[config.mk]
export PLATFORM = sky130hd
export DESIGN_NAME = dark_row_black_level
export DESIGN_NICKNAME = d
export VERILOG_FILES = /design/src/rtl/dblc_pkg.sv /design/src/rtl/dblc_pos_track.sv /design/src/rtl/dblc_chan_acc.sv /design/src/rtl/dark_row_black_level.sv
export SDC_FILE = /design/constraint.sdc
export NUM_CORES = 1
export LEC_CHECK = 0
export BUFFER_PORTS_ARGS = -buffer_cell sky130_fd_sc_hd__buf_4
export CORE_MARGIN = 1
export CORE_UTILIZATION = 40
export DETAILED_ROUTE_END_ITERATION = 10
export PLACE_DENSITY = 0.6
export SYNTH_ARGS = -nofsm -noshare
export SYNTH_HDL_FRONTEND = slang
export SYNTH_SLANG_ARGS = --single-unit
[constraint.sdc]
create_clock -name clk -period 5.2 [get_ports clk]
set_input_delay 1.3 -clock clk [delete_from_list [all_inputs] [get_ports clk]]
set_output_delay 1.3 -clock clk [all_outputs]
set_load 0.02 [all_outputs]
[src/rtl/dblc_pkg.sv]
package dblc_pkg;
  localparam int unsigned NUM_CH = 4;

  typedef enum logic [1:0] {
    CH_RED   = 2'd0,
    CH_GRN_A = 2'd1,
    CH_GRN_B = 2'd2,
    CH_BLUE  = 2'd3
  } chan_e;

  // Colour site of a pixel from its row/column parity
  function automatic chan_e chan_of(input logic row_odd, input logic col_odd,
                                    input logic [1:0] phase, input logic mono);
    if (mono) return CH_RED;
    return chan_e'({row_odd ^ phase[1], col_odd ^ phase[0]});
  endfunction
endpackage

[src/rtl/dblc_pos_track.sv]
module dblc_pos_track #(
  parameter int unsigned ROW_W = 12,
  parameter int unsigned COL_W = 12
) (
  input  logic             clk,
  input  logic             rst_n,
  input  logic             in_valid,
  input  logic             in_fsync,
  input  logic             in_lsync,
  input  logic [ROW_W-1:0] cfg_dark_first,
  input  logic [ROW_W-1:0] cfg_dark_count,
  output logic [ROW_W-1:0] row_cur,
  output logic [COL_W-1:0] col_cur,
  output logic             dark_row,
  output logic             emit_fs,
  output logic             emit_ls
);
  logic [ROW_W-1:0] row_q;
  logic [COL_W-1:0] col_q;
  logic             fs_pend_q;
  logic [ROW_W:0]   dark_end;
  logic             keep;

  always_comb begin
    if (in_fsync) begin
      row_cur = '0;
      col_cur = '0;
    end else if (in_lsync) begin
      row_cur = row_q + ROW_W'(1);
      col_cur = '0;
    end else begin
      row_cur = row_q;
      col_cur = col_q + COL_W'(1);
    end
  end

  assign dark_end = {1'b0, cfg_dark_first} + {1'b0, cfg_dark_count};
  assign dark_row = (row_cur >= cfg_dark_first) && ({1'b0, row_cur} < dark_end);
  assign keep     = in_valid && !dark_row;
  assign emit_fs  = keep && (in_fsync || fs_pend_q);
  assign emit_ls  = keep && (col_cur == '0);

  always_ff @(posedge clk or negedge rst_n) begin
    if (!rst_n) begin
      row_q     <= '0;
      col_q     <= '0;
      fs_pend_q <= 1'b0;
    end else if (in_valid) begin
      row_q     <= row_cur;
      col_q     <= col_cur;
      fs_pend_q <= (in_fsync || fs_pend_q) && dark_row;
    end
  end
endmodule

[src/rtl/dblc_chan_acc.sv]
module dblc_chan_acc #(
  parameter int unsigned PIX_W = 12,
  parameter int unsigned MAX_L = 10,
  parameter int unsigned L_W   = $clog2(MAX_L + 1)
) (
  input  logic             clk,
  input  logic             rst_n,
  input  logic             frame_start,
  input  logic             hit,
  input  logic [PIX_W-1:0] pix,
  input  logic [L_W-1:0]   shift,
  output logic [PIX_W-1:0] off_eff
);
  localparam int unsigned ACC_W = PIX_W + MAX_L;
  localparam int unsigned CNT_W = MAX_L + 1;

  logic [ACC_W-1:0] acc_q, acc_base;
  logic [CNT_W-1:0] cnt_q, cnt_base, lim;
  logic [PIX_W-1:0] off_q;
  logic             full, take;

  assign lim      = CNT_W'(1) << shift;
  assign full     = (cnt_q == lim);
  assign off_eff  = (frame_start && full) ? PIX_W'(acc_q >> shift) : off_q;
  assign acc_base = frame_start ? '0 : acc_q;
  assign cnt_base = frame_start ? '0 : cnt_q;
  assign take     = hit && (cnt_base < lim);

  always_ff @(posedge clk or negedge rst_n) begin
    if (!rst_n) begin
      acc_q <= '0;
      cnt_q <= '0;
      off_q <= '0;
    end else begin
      off_q <= off_eff;
      if (frame_start || take) begin
        acc_q <= acc_base + (take ? ACC_W'(pix) : '0);
        cnt_q <= cnt_base + CNT_W'(take);
      end
    end
  end
endmodule

[src/rtl/dark_row_black_level.sv]
module dark_row_black_level #(
  parameter int unsigned PIX_W = 12,
  parameter int unsigned ROW_W = 12,
  parameter int unsigned COL_W = 12,
  parameter int unsigned MAX_L = 10,
  parameter int unsigned L_W   = $clog2(MAX_L + 1)
) (
  input  logic             clk,
  input  logic             rst_n,
  input  logic [ROW_W-1:0] cfg_dark_first,
  input  logic [ROW_W-1:0] cfg_dark_count,
  input  logic [L_W-1:0]   cfg_avg_log2,
  input  logic [1:0]       cfg_bayer_phase,
  input  logic             cfg_mono,
  input  logic             in_valid,
  input  logic             in_fsync,
  input  logic             in_lsync,
  input  logic [PIX_W-1:0] in_pix,
  output logic             out_valid,
  output logic             out_fsync,
  output logic             out_lsync,
  output logic [PIX_W-1:0] out_pix
);
  import dblc_pkg::*;

  function automatic logic [PIX_W-1:0] sub_floor(input logic [PIX_W-1:0] a,
                                                 input logic [PIX_W-1:0] b);
    return (a > b) ? (a - b) : '0;
  endfunction

  logic [ROW_W-1:0] row_cur;
  logic [COL_W-1:0] col_cur;
  logic             dark_row_w;
  logic             emit_fs_w, emit_ls_w;
  logic             frame_start_w;
  logic [L_W-1:0]   shift_w;
  chan_e            chan_w;
  logic [PIX_W-1:0] off_eff [NUM_CH];
  logic [PIX_W-1:0] off_sel;

  dblc_pos_track #(.ROW_W(ROW_W), .COL_W(COL_W)) u_pos (
    .clk(clk), .rst_n(rst_n), .in_valid(in_valid), .in_fsync(in_fsync),
    .in_lsync(in_lsync), .cfg_dark_first(cfg_dark_first),
    .cfg_dark_count(cfg_dark_count), .row_cur(row_cur), .col_cur(col_cur),
    .dark_row(dark_row_w), .emit_fs(emit_fs_w), .emit_ls(emit_ls_w)
  );

  assign frame_start_w = in_valid && in_fsync;
  assign shift_w = (cfg_avg_log2 > L_W'(MAX_L)) ? L_W'(MAX_L) : cfg_avg_log2;
  assign chan_w  = chan_of(row_cur[0], col_cur[0], cfg_bayer_phase, cfg_mono);

  for (genvar g = 0; g < NUM_CH; g++) begin : g_chan
    logic hit;
    assign hit = in_valid && dark_row_w && (chan_w == chan_e'(g));
    dblc_chan_acc #(.PIX_W(PIX_W), .MAX_L(MAX_L), .L_W(L_W)) u_acc (
      .clk(clk), .rst_n(rst_n), .frame_start(frame_start_w), .hit(hit),
      .pix(in_pix), .shift(shift_w), .off_eff(off_eff[g])
    );
  end

  assign off_sel = off_eff[chan_w];

  always_ff @(posedge clk or negedge rst_n) begin
    if (!rst_n) begin
      out_valid <= 1'b0;
      out_fsync <= 1'b0;
      out_lsync <= 1'b0;
      out_pix   <= '0;
    end else begin
      out_valid <= in_valid && !dark_row_w;
      out_fsync <= emit_fs_w;
      out_lsync <= emit_ls_w;
      out_pix   <= (in_valid && !dark_row_w) ? sub_floor(in_pix, off_sel) : '0;
    end
  end
endmodule

==> flow_summary.yaml <==
run_status:
  status: "finished, violations left"
  violations: "DRC, setup timing"
min_path:
  hold_path_class: "flip-flop to flip-flop"
timing:
  rsz0062_at_grt: "true"
  whs_ns: 0.491
  hold_viol_final: 0
  setup_ws_ns: -1.02
  timing.final.crit_share_pct: 120
  setup_viol: 89
  slew_violations: 0
  clock.fmax_mhz: 161
  period_minus_slack_ns: 6.22
  skew_ns: 0.0219
  maxSlewHeadroom_pct: 43.7
  worstMarginPinSlew_ns: 0.845
yosys:
  syn_nets: 2394
  synth_common_cells: "nand2_1, dfrtp_1, nor2_1"
  synth_edf_count: 0
  ys_seq_area_share_pct: 28.8
  synth_fa_ha_area_share_pct: 10.1
  syn_inst: 2195
  synthesis.area_mm2: 0.0191
  yosys_warnings: 0
  synth_top_area_cell: "dfrtp_1"
  synthTopCellsByArea: "dfrtp_1, ha_1, mux2_2, mux2i_1, nand2_1"
  synthFlopType: "dfrtp_1"
  synth_seq_cells: 220
  synthXorXnorAreaFrac_pct: 4.48
  synth_top_area_share_pct: 28.8
  async_reset_ff_share_pct: 100
  syn_area_per_cell_um2: 8.71
  synth_simple_gate_area_share_pct: 22.5
  post-synth-top-count-cell: "nand2_1"
  synth_top_family_by_area: "simple AND/OR/NAND/NOR gates"
  synth_mux_area_share_pct: 14.8
  synth.distinct_cells: 94
  synth_compound_area_share_pct: 15.3
setup_path:
  ff2ff_setup_slack_ns: -0.26
  crit_path_end_kind: "flip-flop"
  cp_data_required_time_ns: 5.70
  start_kind: "primary input"
  path_max_fanout: 8
  path_common_cell: "a21oi_2"
  critPathArrivalTime_ns: 6.72
  slowest_delay_ns: 0.48
  cp_slowest_cell: "a2111o_1"
  critPathKind: "primary input to flip-flop"
  path_buf_inv: 3
  cp_top_family: "compound AO/OA/AOI/OAI gates"
placement:
  dp.cells: 3235
  place.gp.congestion: 0.927
  io_buffer_count: 62
  hpwl_um: 47000
  dp_worst_setup_slack_ns: -1.99
cts:
  clk_pin_slew_ns: 0.07
  cts_made_buffers: 28
  clock_sinks: 220
  clk_latency_ns: 0.58
  clk_path_buf_depth: 3
  cts_tree: "done"
  htreeDepth: 1
  ctsHoldBuffers: 0
  root_buffer: "clkbuf_16"
detailed_routing:
  wire_per_inst_um: 18.9
  wl_met2_um: 30900
  drt_iter0_drc: 1018
  viasPerCell: 5.63
  dr.pass1.iters: 9
  top_layer_used: "met4"
  vias: 18700
  ant_nets: 0
  drc: 1
  wl_met3_um: 3120
  wl_met1_um: 26800
  drt_wl_total_um: 62900
grt:
  grt_pass1_wl_um: 98600
  grt_antenna_before_repair: 2
  grt_pass1_vias: 18800
  grt_use_total_pct: 25.6
  grt-ovfl-total: 0
  grt_max_degree: 105
pwr:
  peakVddDrop_mv: 0.249
  p_leak_uw: 0.0125
  p_per_area_mw_per_mm2: 209
floorplanning:
  die_width_um: 221
  die_area_mm2: 0.0487
  coreArea_mm2: 0.0469
  std_cell_rows: 79
  die_h_um: 221
  start_util_pct: 40.8
  pin_count: 63
finish:
  fin_nets: 2900
  fin_cells: 3330
  drive_gt1_share_pct: 37.6
  area_growth_pct: 39.2
  n_antenna_cell: 0
job:
  maxCapViolations: 0
-- report_power, final --
| part | total, µW | switching (µW) | leakage [µW] | internal, µW |
|---|---|---|---|---|
| Clock | 2080 | 839 | 0.000477 | 1240 |
| Sequential | 1920 | 64.3 | 0.00297 | 1850 |
| Combinational | 1580 | 809 | 0.00902 | 769 |
| Total | 5570 | 1710 | 0.0125 | 3860 |
-- layout by cell type (no fill, tap or decap), types with 22 or more instances in the layout --
cell type / count
and3_1: 30
inv_1: 59
nand2_1: 225
mux2_2: 100
o21ai_0: 63
o21ai_1: 24
nand2b_1: 25
and2_1: 95
a21oi_2: 30
a21oi_1: 90
nand4_1: 33
buf_4: 535
buf_6: 30
nor3_1: 29
nand3_1: 61
ha_4: 29
xor2_1: 49
clkbuf_16: 28
xnor2_1: 42
nor2_1: 178
mux2i_1: 116
ha_1: 110
a31oi_1: 22
dfrtp_1: 220
-- worst paths after layout --
check | start | to | cells after the start
worst max-delay path | cfg_dark_count[1] | g_chan[1].u_acc.acc_q[16] | 29
worst min-delay path | u_pos.fs_pend_q | u_pos.fs_pend_q | 2
worst max register to register | u_pos.row_q[0] | g_chan[1].u_acc.acc_q[16] | 25
worst min register to register | u_pos.fs_pend_q | u_pos.fs_pend_q | 2
max in group asynchronous | rst_n | g_chan[1].u_acc.acc_q[0] | 2
min in group asynchronous | rst_n | g_chan[1].u_acc.cnt_q[6] | 1
-- kinds of logic (layout without fill, tap and decap cells) --
logic type | after synthesis | count (layout)
flops | 220 | 220
compound gates | 452 | 452
mux | 245 | 245
simple gates | 851 | 851
xor+xnor | 97 | 97
buf+inv | 179 | 707
fa+ha+maj | 151 | 151
-- repair_timing --
action	CTS	global route
resized for setup	128	93
gates cloned	1	0
setup endpoints to repair	113	115
pin swaps	94	58
setup buffers	32	21
-- flip-flops by register name, summed over array words and instances (netlist names) --
signal and count:
g_chan.u_acc.acc_q 88, g_chan.u_acc.cnt_q 44, g_chan.u_acc.off_q 48, out_fsync 1
out_lsync 1, out_pix 12, out_valid 1, u_pos.col_q 12
u_pos.fs_pend_q 1, u_pos.row_q 12
-- per-layer routing --
metal  track usage, %  vias up
met5                0        -
met4             8.20        0
met3             2.75      111
met2             44.6      470
met1             32.8     9168
li1                 -     8991
-- through the flow --
step	total power, µW	area [µm²]	TNS, ns	utilization [%]
floorplan	2770	19700	-52.49	-
global placement	3420	24300	-132.14	51.8
detailed placement	3450	24300	-139.43	51.8
CTS	5590	26100	-30.85	55.7
global route	5830	26600	-57.48	56.8
finish	5570	26600	-35.02	56.8
-- final cells by class --
| type | count | area, µm² |
|---|---|---|
| tap | 607 | 759 |
| inverter | 68 | 263 |
| sequential | 220 | 5510 |
| timing repair buffer | 587 | 4790 |
| fill | 4061 | 20200 |
| clock buffer | 38 | 808 |
| clock inverter | 14 | 168 |
| multi-input combinational | 1796 | 14300 |
-- worst reg2reg max path, stage by stage, from the launching register on --
cell and delay (ns):
dfrtp_1 0.43, ha_1 0.19, and3_1 0.19, nand2_1 0.08
xor2_1 0.14, nor2_1 0.22, ha_1 0.30, a211o_1 0.34
nor3_1 0.20, a311oi_2 0.09, o21ai_2 0.22, o21ai_1 0.10
buf_4 0.19, or2_4 0.28, nor2_4 0.10, ha_4 0.14
inv_2 0.04, fa_2 0.36, nor2b_4 0.13, o31a_1 0.16
o211ai_1 0.13, a21oi_2 0.20, o311ai_2 0.12, a2111o_1 0.48
or3_4 0.41, a21oi_2 0.13
Power figures use the tool's default switching activity.
